--- src/rtl/csma_key_pkg.sv ---
package csma_key_pkg;
  typedef enum logic [1:0] {ST_IDLE, ST_KEYUP, ST_DATA, ST_TAIL} key_state_e;
  typedef enum logic [1:0] {SRC_ZERO = 2'd0, SRC_FLAG = 2'd1, SRC_DATA = 2'd2} byte_src_e;
  // flag octets = 10 ms units * bit/s / 800
  localparam int unsigned FLAG_DIV = 800;
  // 800 > 2**9, so the quotient needs 9 bits fewer than the product
  localparam int unsigned FLAG_DIV_SHIFT = 9;
endpackage

--- src/rtl/csma_lfsr.sv ---
module csma_lfsr #(
  parameter int unsigned    W    = 16,
  parameter logic [W-1:0]   TAPS = 16'hB400,
  parameter logic [W-1:0]   SEED = 16'hACE1
) (
  input  logic         clk_i,
  input  logic         rst_ni,
  input  logic         advance_i,
  output logic [W-1:0] value_o
);
  logic [W-1:0] q;

  always_ff @(posedge clk_i or negedge rst_ni) begin
    if (!rst_ni) q <= SEED;
    else if (advance_i) q <= {q[W-2:0], ^(q & TAPS)};
  end

  assign value_o = q;

  assert_lfsr_nonzero_R5: assert property (@(posedge clk_i) disable iff (!rst_ni)
    q != '0);
  assert_lfsr_hold_R5: assert property (@(posedge clk_i) disable iff (!rst_ni)
    !advance_i |=> $stable(q));
endmodule

--- src/rtl/csma_flag_len.sv ---
module csma_flag_len
  import csma_key_pkg::*;
#(
  parameter int unsigned PARAM_W = 8,
  parameter int unsigned BR_W    = 21,
  localparam int unsigned PROD_W = PARAM_W + BR_W,
  localparam int unsigned LEN_W  = PROD_W - FLAG_DIV_SHIFT
) (
  input  logic [PARAM_W-1:0] units_i,
  input  logic [BR_W-1:0]    bitrate_i,
  output logic [LEN_W-1:0]   len_o
);
  localparam logic [PROD_W-1:0] DIV_K = PROD_W'(FLAG_DIV);
  logic [PROD_W-1:0] prod;
  logic [PROD_W-1:0] quot;

  always_comb begin
    prod  = PROD_W'(units_i) * PROD_W'(bitrate_i);
    quot  = prod / DIV_K;
    len_o = quot[LEN_W-1:0];
  end
endmodule

--- src/rtl/csma_access_gate.sv ---
module csma_access_gate #(
  parameter int unsigned PARAM_W = 8
) (
  input  logic               clk_i,
  input  logic               rst_ni,
  input  logic               enable_i,
  input  logic               full_duplex_i,
  input  logic               carrier_i,
  input  logic               slot_tick_i,
  input  logic [PARAM_W-1:0] slottime_i,
  input  logic [PARAM_W-1:0] persist_i,
  input  logic [PARAM_W-1:0] rand_i,
  output logic               grant_o
);
  logic [PARAM_W-1:0] slot_cnt_q;
  logic               slot_due;

  assign slot_due = slot_cnt_q <= PARAM_W'(1);

  always_ff @(posedge clk_i or negedge rst_ni) begin
    if (!rst_ni) slot_cnt_q <= '0;
    else if (!full_duplex_i) begin
      if (carrier_i) slot_cnt_q <= slottime_i;
      else if (enable_i && slot_tick_i)
        slot_cnt_q <= slot_due ? slottime_i : slot_cnt_q - PARAM_W'(1);
    end
  end

  assign grant_o = enable_i &&
                   (full_duplex_i ||
                    (!carrier_i && slot_tick_i && slot_due && (rand_i <= persist_i)));

  assert_carrier_reload_R3: assert property (@(posedge clk_i) disable iff (!rst_ni)
    (carrier_i && !full_duplex_i) |=> slot_cnt_q == $past(slottime_i));
  assert_slot_count_R4: assert property (@(posedge clk_i) disable iff (!rst_ni)
    (enable_i && !full_duplex_i && !carrier_i && slot_tick_i && !slot_due)
      |=> slot_cnt_q == $past(slot_cnt_q) - PARAM_W'(1));
endmodule

--- src/rtl/csma_key_sequencer.sv ---
module csma_key_sequencer
  import csma_key_pkg::*;
#(
  parameter int unsigned PARAM_W = 8,
  parameter int unsigned BR_W    = 21,
  parameter int unsigned CAL_W   = 16,
  parameter int unsigned KEYUP_W = 16,
  parameter int unsigned LFSR_W  = 16
) (
  input  logic               clk_i,
  input  logic               rst_ni,
  input  logic               frame_pending_i,
  input  logic               carrier_i,
  input  logic               ptt_fb_i,
  input  logic               byte_slot_i,
  input  logic               slot_tick_i,
  input  logic               full_duplex_i,
  input  logic [PARAM_W-1:0] txdelay_i,
  input  logic [PARAM_W-1:0] txtail_i,
  input  logic [PARAM_W-1:0] slottime_i,
  input  logic [PARAM_W-1:0] persist_i,
  input  logic [BR_W-1:0]    bitrate_i,
  input  logic               cal_load_i,
  input  logic [CAL_W-1:0]   cal_bytes_i,
  output logic               ptt_o,
  output logic               byte_strobe_o,
  output logic [1:0]         byte_sel_o,
  output logic [KEYUP_W-1:0] keyup_count_o
);
  localparam int unsigned LEN_W = PARAM_W + BR_W - FLAG_DIV_SHIFT;

  key_state_e         state_q, state_d;
  logic [LEN_W-1:0]   flag_cnt_q, flag_cnt_d;
  logic [CAL_W-1:0]   cal_cnt_q, cal_cnt_d;
  logic [KEYUP_W-1:0] keyup_cnt_q, keyup_cnt_d;
  logic [LEN_W-1:0]   delay_len, tail_len;
  logic [LFSR_W-1:0]  lfsr_val;
  logic               cal_active, access_en, grant;
  byte_src_e          sel;

  csma_flag_len #(.PARAM_W(PARAM_W), .BR_W(BR_W)) u_delay_len (
    .units_i(txdelay_i), .bitrate_i(bitrate_i), .len_o(delay_len));

  csma_flag_len #(.PARAM_W(PARAM_W), .BR_W(BR_W)) u_tail_len (
    .units_i(txtail_i), .bitrate_i(bitrate_i), .len_o(tail_len));

  csma_lfsr #(.W(LFSR_W)) u_lfsr (
    .clk_i(clk_i), .rst_ni(rst_ni), .advance_i(slot_tick_i), .value_o(lfsr_val));

  assign cal_active = cal_cnt_q != '0;
  assign access_en  = (state_q == ST_IDLE) && frame_pending_i && !cal_active;

  csma_access_gate #(.PARAM_W(PARAM_W)) u_gate (
    .clk_i(clk_i), .rst_ni(rst_ni), .enable_i(access_en),
    .full_duplex_i(full_duplex_i), .carrier_i(carrier_i),
    .slot_tick_i(slot_tick_i), .slottime_i(slottime_i),
    .persist_i(persist_i), .rand_i(lfsr_val[PARAM_W-1:0]), .grant_o(grant));

  always_comb begin
    state_d       = state_q;
    flag_cnt_d    = flag_cnt_q;
    cal_cnt_d     = cal_cnt_q;
    keyup_cnt_d   = keyup_cnt_q;
    byte_strobe_o = 1'b0;
    sel           = SRC_ZERO;
    ptt_o         = 1'b0;
    unique case (state_q)
      ST_IDLE: begin
        if (cal_active) begin
          ptt_o = 1'b1;
          if (byte_slot_i) begin
            byte_strobe_o = 1'b1;
            sel           = SRC_ZERO;
            cal_cnt_d     = cal_cnt_q - CAL_W'(1);
          end
        end else if (grant) begin
          state_d    = ST_KEYUP;
          flag_cnt_d = delay_len;
          if (!(&keyup_cnt_q)) keyup_cnt_d = keyup_cnt_q + KEYUP_W'(1);
        end
      end
      ST_KEYUP: begin
        ptt_o = 1'b1;
        if (flag_cnt_q == '0) state_d = ST_DATA;
        else if (byte_slot_i) begin
          byte_strobe_o = 1'b1;
          sel           = SRC_FLAG;
          flag_cnt_d    = flag_cnt_q - LEN_W'(1);
          if (flag_cnt_q == LEN_W'(1)) state_d = ST_DATA;
        end
      end
      ST_DATA: begin
        ptt_o = 1'b1;
        if (frame_pending_i) begin
          if (byte_slot_i) begin
            byte_strobe_o = 1'b1;
            sel           = SRC_DATA;
          end
        end else begin
          state_d    = ST_TAIL;
          flag_cnt_d = tail_len;
        end
      end
      ST_TAIL: begin
        if (frame_pending_i) begin
          ptt_o   = 1'b1;
          state_d = ST_DATA;
        end else if (flag_cnt_q != '0) begin
          ptt_o = 1'b1;
          if (byte_slot_i) begin
            byte_strobe_o = 1'b1;
            sel           = SRC_FLAG;
            flag_cnt_d    = flag_cnt_q - LEN_W'(1);
          end
        end else if (!ptt_fb_i) state_d = ST_IDLE;
      end
      default: state_d = ST_IDLE;
    endcase
    if (cal_load_i) cal_cnt_d = cal_bytes_i;
  end

  always_ff @(posedge clk_i or negedge rst_ni) begin
    if (!rst_ni) begin
      state_q     <= ST_IDLE;
      flag_cnt_q  <= '0;
      cal_cnt_q   <= '0;
      keyup_cnt_q <= '0;
    end else begin
      state_q     <= state_d;
      flag_cnt_q  <= flag_cnt_d;
      cal_cnt_q   <= cal_cnt_d;
      keyup_cnt_q <= keyup_cnt_d;
    end
  end

  assign byte_sel_o    = sel;
  assign keyup_count_o = keyup_cnt_q;

  assert_tail_exit_R10: assert property (@(posedge clk_i) disable iff (!rst_ni)
    (state_q == ST_IDLE && $past(state_q) == ST_TAIL) |-> !$past(ptt_fb_i));
  assert_lead_done_R2: assert property (@(posedge clk_i) disable iff (!rst_ni)
    (state_q == ST_DATA && $past(state_q) == ST_KEYUP) |-> $past(flag_cnt_q) <= LEN_W'(1));
  assert_keyup_count_R12: assert property (@(posedge clk_i) disable iff (!rst_ni)
    (state_q == ST_KEYUP && $past(state_q) == ST_IDLE) |->
      ((&$past(keyup_cnt_q)) ? keyup_cnt_q == $past(keyup_cnt_q)
                             : keyup_cnt_q == $past(keyup_cnt_q) + KEYUP_W'(1)));
  assert_cal_blocks_R11: assert property (@(posedge clk_i) disable iff (!rst_ni)
    (state_q == ST_KEYUP && $past(state_q) == ST_IDLE) |-> $past(cal_cnt_q) == '0);
  assert_clear_channel_R3: assert property (@(posedge clk_i) disable iff (!rst_ni)
    (state_q == ST_KEYUP && $past(state_q) == ST_IDLE) |->
      ($past(full_duplex_i) || !$past(carrier_i)));
endmodule

--- config.mk ---
export PLATFORM = sky130hd
export DESIGN_NAME = csma_key_sequencer
export DESIGN_NICKNAME = d
export VERILOG_FILES = /design/src/rtl/csma_key_pkg.sv /design/src/rtl/csma_lfsr.sv /design/src/rtl/csma_flag_len.sv /design/src/rtl/csma_access_gate.sv /design/src/rtl/csma_key_sequencer.sv
export SDC_FILE = /design/constraint.sdc
export NUM_CORES = 1
export LEC_CHECK = 0
export ABC_AREA = 1
export CORE_MARGIN = 2
export CORE_UTILIZATION = 55
export CTS_BUF_LIST = sky130_fd_sc_hd__clkbuf_4 sky130_fd_sc_hd__clkbuf_8
export DETAILED_ROUTE_END_ITERATION = 8
export PLACE_DENSITY = 0.74
export SLEW_MARGIN = 10
export SYNTH_ARGS = -nofsm -noshare
export SYNTH_HDL_FRONTEND = slang
export SYNTH_SLANG_ARGS = --single-unit
--- constraint.sdc ---
create_clock -name clk_i -period 12.75 [get_ports clk_i]
set_input_delay 2.55 -clock clk_i [delete_from_list [all_inputs] [get_ports clk_i]]
set_output_delay 2.55 -clock clk_i [all_outputs]
set_load 0.005 [all_outputs]
# After elaboration in Yosys (flattened, before gate mapping)

Index checks and enable logic that the tools add are counted.

Register bits after elaboration: 78
Latch bits: 0
Memory bits (writable): 0
Memory bits (read-only): 0
Input bits: 78
Output and inout port bits: 20
Memories kept: 0

Add/subtract/negate cells: 4
$mul: 2
Div/mod/pow operators: 2
$lt $le $gt $ge: 2
Eq/ne operators: 14
Shifts and indexed selects: 0
Muxes and demuxes: 43
Bitwise gates (word level): 3
Reductions and logical operators: 26

Operator list:

| kind                                                                   | number |
|---|---|
| 20-bit 2-to-1 mux                                                      | 7 |
| 20-bit case mux with 4 select lines                                    | 1 |
| 16-bit 2-to-1 mux                                                      | 4 |
| 29-bit by 10-bit divider with 29-bit output, second input constant     | 2 |
| 8-bit by 21-bit multiplier with 29-bit output                          | 2 |
| 2-bit 2-to-1 mux                                                       | 13 |
| 8-bit 2-to-1 mux                                                       | 3 |
| 20-bit by 1-bit equality test with 1-bit output, second input constant | 1 |
| 20-bit zero test                                                       | 1 |
| 20-bit nonzero test                                                    | 1 |
| 20-bit by 1-bit subtractor with 20-bit output, second input constant   | 1 |
| 16-bit by 1-bit adder with 16-bit output, second input constant        | 1 |
| 2-bit case mux with 4 select lines                                     | 2 |
| 16-bit AND reduction                                                   | 1 |
| 16-bit nonzero test                                                    | 1 |
| 16-bit parity                                                          | 1 |
| 16-bit by 1-bit subtractor with 16-bit output, second input constant   | 1 |
| 2-bit inequality test, second input constant                           | 6 |
| 3-bit inequality test, second input constant                           | 4 |
| 1-bit 2-to-1 mux                                                       | 11 |
| 8-bit by 1-bit <= comparator with 1-bit output, second input constant  | 1 |
| 8-bit <= comparator                                                    | 1 |
| 2-bit nonzero test                                                     | 4 |
| 8-bit by 1-bit subtractor with 8-bit output, second input constant     | 1 |
| other kinds (15)                                                       | 25 |

# Longest topological paths before layout

Depth after elaboration: 9
Gate-level depth with buffers: 126
Gate-level depth less buffers: 124

# Hierarchy

Synthesis repeated with hierarchy kept, for this count alone.

Cell total of the unflattened synthesis: 3,873
Area total of the unflattened synthesis: 24,312.1 sq um

Modules (own cells, without submodules):

| module                      | times used | cells each | area each (sq um) |
|---|---|---|---|
| csma_flag_len (u_tail_len)  | 1          | 1,536      | 9,334.0 |
| csma_flag_len (u_delay_len) | 1          | 1,516      | 9,247.6 |
| csma_key_sequencer          | 1          | 624        | 4,202.8 |
| csma_access_gate            | 1          | 121        | 818.3 |
| csma_lfsr                   | 1          | 76         | 709.4 |

# Worst setup path after synthesis

No wires, ideal clock.

Kind: input to register
From: in bitrate_i[15]
To: reg flag_cnt_q[0]
Setup time: 116 ps
Arrival time: 14,103 ps
Required time: 12,634 ps
Setup slack: -1,470 ps
Stages on the path: 106
Buffers on the path: 2
Cells stage by stage: clkbuf_1 > clkbuf_1 > nand2_1 > fa_1 > inv_1 > fa_1 > fa_1 > inv_1 > fa_1 > inv_1 > ha_1 > nand2_1 > nor2_1 > inv_1 > nor3_1 > nand2_1 > nand4_1 > nand3_2 > [... 70 more ...] > nand2_2 > nand2_4 > nand2_2 > nand2_4 > nor2_2 > nand2_2 > nand2_2 > nand2_1 > nand2_1 > nor2_1 > nand2_1 > nand2_1 > nand2_1 > nand3_1 > nand3_1 > nand2_1 > nand2_1 > nand2_1

Longest elaborated chain between the ends: 5
Elaborated cells on any way between the ends: 8

RTL lines:

| element                                       | RTL line                  | source |
|---|---|---|
| from (decl)                                   | csma_key_sequencer.sv:22  | `input logic [BR_W-1:0] bitrate_i,` |
| 8-bit by 21-bit multiplier with 29-bit output | csma_flag_len.sv:18       | `prod = PROD_W'(units_i) * PROD_W'(bitrate_i);` |
| 29-bit by 10-bit divider with 29-bit output   | csma_flag_len.sv:19       | `quot = prod / DIV_K;` |
| 20-bit 2-to-1 mux                             | csma_key_sequencer.sv:76  | `end else if (grant) begin` |
| 20-bit 2-to-1 mux                             | csma_key_sequencer.sv:69  | `if (cal_active) begin` |
| 20-bit case mux with 4 select lines (*)       | csma_key_sequencer.sv:67  | `unique case (state_q)` |
| to (signal assigned)                          | csma_key_sequencer.sv:130 | `flag_cnt_q <= flag_cnt_d;` |
| to (decl)                                     | csma_key_sequencer.sv:33  | `logic [LEN_W-1:0] flag_cnt_q, flag_cnt_d;` |

Every way passes the cells marked *; elsewhere a longest branch is shown, timed or not. The select of a mux whose other input is x is not followed.
A chain may end at the register's enable or synchronous reset.

# Worst setup path in the final report

From: in txtail_i[7]
To: reg flag_cnt_q[8]

Longest elaborated chain between the ends: 4

RTL lines:

| element                                       | RTL line                 | source |
|---|---|---|
| from (decl)                                   | csma_key_sequencer.sv:19 | `input logic [PARAM_W-1:0] txtail_i,` |
| 8-bit by 21-bit multiplier with 29-bit output | csma_flag_len.sv:18      |  |
| 29-bit by 10-bit divider with 29-bit output   | csma_flag_len.sv:19      |  |
| 20-bit 2-to-1 mux                             | csma_key_sequencer.sv:94 | `if (frame_pending_i) begin` |
| 20-bit case mux with 4 select lines           | csma_key_sequencer.sv:67 |  |

Every way passes these cells. The select of a mux whose other input is x is not followed.

==> Implementation_results.wiki <==
{| class="wikitable"
! Metric !! Value
|-
| Routed wire per std cell || between 15 and 20 um
|-
| Number of port buffers || 97
|-
| Largest family of logic cells by synthesized area || simple AND/OR/NAND/NOR gates
|-
| Final Hold Fails || 0
|-
| Compound-cell area share of the yosys netlist || 0.07152
|-
| CTS Buf Count || 9
|-
| Count of vias placed by the detailed router || 22690
|-
| Worst Slack Setup Final || -2675 ps
|-
| Violation count after the first detailed-routing iteration || between 2000 and 2500
|-
| DRC viols || 0
|-
| DPL Wire Length || 46550 um
|-
| Number of enable-type register cells in the synthesized netlist || 0
|-
| Relative max-transition margin || 0.2801
|-
| Worst-Skew Late Latency || 360 ps
|-
| Total routed wirelength || 69590 um
|-
| Simple-gate portion of the synthesized area || 0.3318
|-
| CTS Root Cell || clkbuf_8
|-
| Number of failing setup endpoints in the final timing report || 8
|-
| Yosys warning total || 0
|-
| Seq/Total Area, Yosys || 0.09760
|-
| Via count of the first global-routing pass || 22720
|-
| Count of state elements after synthesis || around 80
|-
| Count of unique library cells instantiated by Yosys || 58
|-
| Unrepaired setup endpoints after global routing || yes
|-
| CP Data Required Time || 12980 ps
|-
| Violated checks || setup timing
|-
| Layout Skew || approximately 8.1 ps
|-
| Number of clock sinks || slightly below 80
|-
| Global route total overflow || 0
|-
| Maximum Capacitance Violations || 0
|-
| Post-synth ARST share || 1.000
|-
| Synthesized netlist cell count || 3195
|-
| Crit path launch type || primary input
|-
| Post-layout util || 0.7833
|-
| Layout cells sized above 1 || 0.3106
|-
| WS Path Type || in -> reg
|-
| Final non-filler cell total || 4156
|-
| Top cell type by total area after synthesis || fa_1
|-
| Row count || 70
|-
| First-pass detailed-route iteration total || 9
|-
| Initial antenna violation count || 0
|-
| Die footprint || 38090 sq um
|-
| Leading post-synthesis cells by cell area || fa_1, nand2_1, inv_1
|-
| Syn-to-layout area delta || 41.29%
|-
| Most repeated cell in the gate-level netlist after synthesis || nand2_1
|-
| Detail Route Antenna Nets || 0
|-
| Global-route wire length before repair || 107000 um
|-
| Final Wtd Congestion || around 0.97
|-
| Post-route clock period utilization || 1.210
|-
| H-tree Lvls || 3
|-
| Cell area after technology mapping || 20100 sq um
|-
| Count of pins on the block boundary || 98
|-
| Clock tree from TritonCTS || yes
|-
| Per-cell via count in the routed design || 5.459
|-
| Cell with the biggest individual delay on the critical path || fa_1
|-
| Total Neg Setup Slack || -13450 ps
|-
| Maximum number of pins on one net before global-route repair || 53
|-
| Final worst path period need || ~15000 ps
|-
| GR Util All Layers || 0.3407
|-
| Horizontal die dimension || 195.2 um
|-
| Run status || finished with violations
|-
| Arr. time, crit path || around 16000 ps
|-
| Clock Path Buffers || 2
|-
| Average footprint of a synthesized cell || 6.292 sq um
|-
| Syn_nets || around 3600
|-
| Pin slew with the least headroom to its limit || ~1100 ps
|-
| Most frequent cells after synthesis || nand2_1, inv_1, fa_1
|-
| Dominant cell type by count on the critical path || buf_4
|-
| Initial standard-cell utilization of the core || 0.5544
|-
| Nets || around 4100
|-
| Multiplexer area fraction after synthesis || 0
|-
| Final slew viol count || 0
|-
| Worst-case setup slack after placement || -2839 ps
|-
| Clock slew at reported path FFs || 80 ps
|-
| Element type at the critical path end || flop
|-
| Core region area || 36260 sq um
|-
| CTS hold repair buffers || 0
|-
| DIE HEIGHT || slightly below 200 um
|-
| Top cell type's share of synthesized area || 0.2271
|-
| Number of cells after detailed placement || roughly 4000
|-
| Critical path fanouts, max || 8
|-
| Adder and majority gate portion of the synthesized area || 0.2993
|-
| Xor/xnor cell area share of the yosys netlist || 0.02048
|-
| Fmax achieved || 0.06483 GHz
|-
| Main synth FF type || dfrtp_1
|-
| Class of the tightest hold or removal check || reg -> reg
|-
| Max stage delay on crit path || 560 ps
|}
==> per-stage QoR <==
stage	instance area, sq um	hold WS (ps)
floorplan	21430	450.2
global placement	24710	455.3
detailed placement	24710	466.0
CTS	27010	478.5
global route	28400	497.3
finish	28400	478.8
==> flip-flops by register name, indices dropped and copies added, names as in the netlist <==
register           count
flag_cnt_q            20
keyup_count_o         16
cal_cnt_q             16
state_q                2
u_lfsr.value_o        16
u_gate.slot_cnt_q      8
==> worst max-delay path: cells and delay by family <==
kind                     cells  cell delay [ps]
AND/OR/NAND/NOR             58             5800
buffers and inverters       38             4480
AO/OA/AOI/OAI                4              450
adder cells (fa/ha/maj)      5             2340
==> cells in the final DEF, fill, tap and decap left out, types with 8 or more instances in the layout <==
master / n
fa_2: 12
nor4_1: 8
a21oi_2: 19
xor2_1: 25
o21ai_1: 14
nand4_1: 35
clkbuf_8: 9
xnor2_1: 22
a31oi_1: 17
nor2_1: 111
inv_2: 84
nand2_1: 786
ha_1: 76
nand3_4: 16
dfstp_2: 8
nand2_2: 169
nor2_4: 44
or2_2: 9
dfrtp_1: 70
nand4_4: 12
a21oi_1: 49
fa_1: 216
buf_6: 51
o21ai_0: 85
o211ai_1: 8
nand2_4: 111
nor3_1: 22
nor2_2: 20
nand3_2: 39
nand3_1: 120
ha_4: 39
clkdlybuf4s50_1: 63
inv_1: 763
nand2_8: 13
clkinv_1: 8
buf_16: 12
buf_4: 399
buf_12: 22
==> path summary, 6_finish.rpt <==
path,startpoint,to,slack (ps),cells after the start
max in group asynchronous,rst_ni,cal_cnt_q[1],9640,2
hold reg to reg,u_lfsr.value_o[15],u_lfsr.value_o[15],480,2
min in group asynchronous,rst_ni,u_lfsr.value_o[2],2070,1
setup / recovery,txtail_i[7],flag_cnt_q[8],-2680,105
setup reg to reg,state_q[0],flag_cnt_q[8],1690,88
hold / removal,u_lfsr.value_o[15],u_lfsr.value_o[15],480,2
==> area by class of cell <==
type	instances	area [sq um]
inverters	859	3237
clock buffers	11	138.9
repair buffers	569	5255
clock inverters	5	82.58
flip-flops and latches	78	1962
multi-input cells	2165	17140
fillers	2436	7859
well taps	468	585.6
diodes	1	2.502
==> cells by family after synthesis <==
group           Yosys count
compound gates          248
xor+xnor                 47
fa+ha+maj               344
buf+inv                 952
flops                    78
simple gates           1526
==> timing repair <==
| item | 4_1_cts | 5_1_grt |
|---|---|---|
| gates cloned | 15 | 8 |
| resized for setup | 366 | 346 |
| pin swaps | 240 | 231 |
| buffers inserted | 107 | 41 |
| setup endpoints to repair | 7 | 9 |
==> layer usage <==
metal  routed length (um)  global-route usage  vias to the layer above
met3                 6609             0.05682                      340
met1                26370              0.4255                    10730
met2                33170              0.5954                     1172
li1                     -                   -                    10450
met5                    0                   0                        -
met4                 3446              0.1213                        0
Power is not shown: default switching activity piles up to over one toggle a cycle in this logic, so the estimate is an artifact.
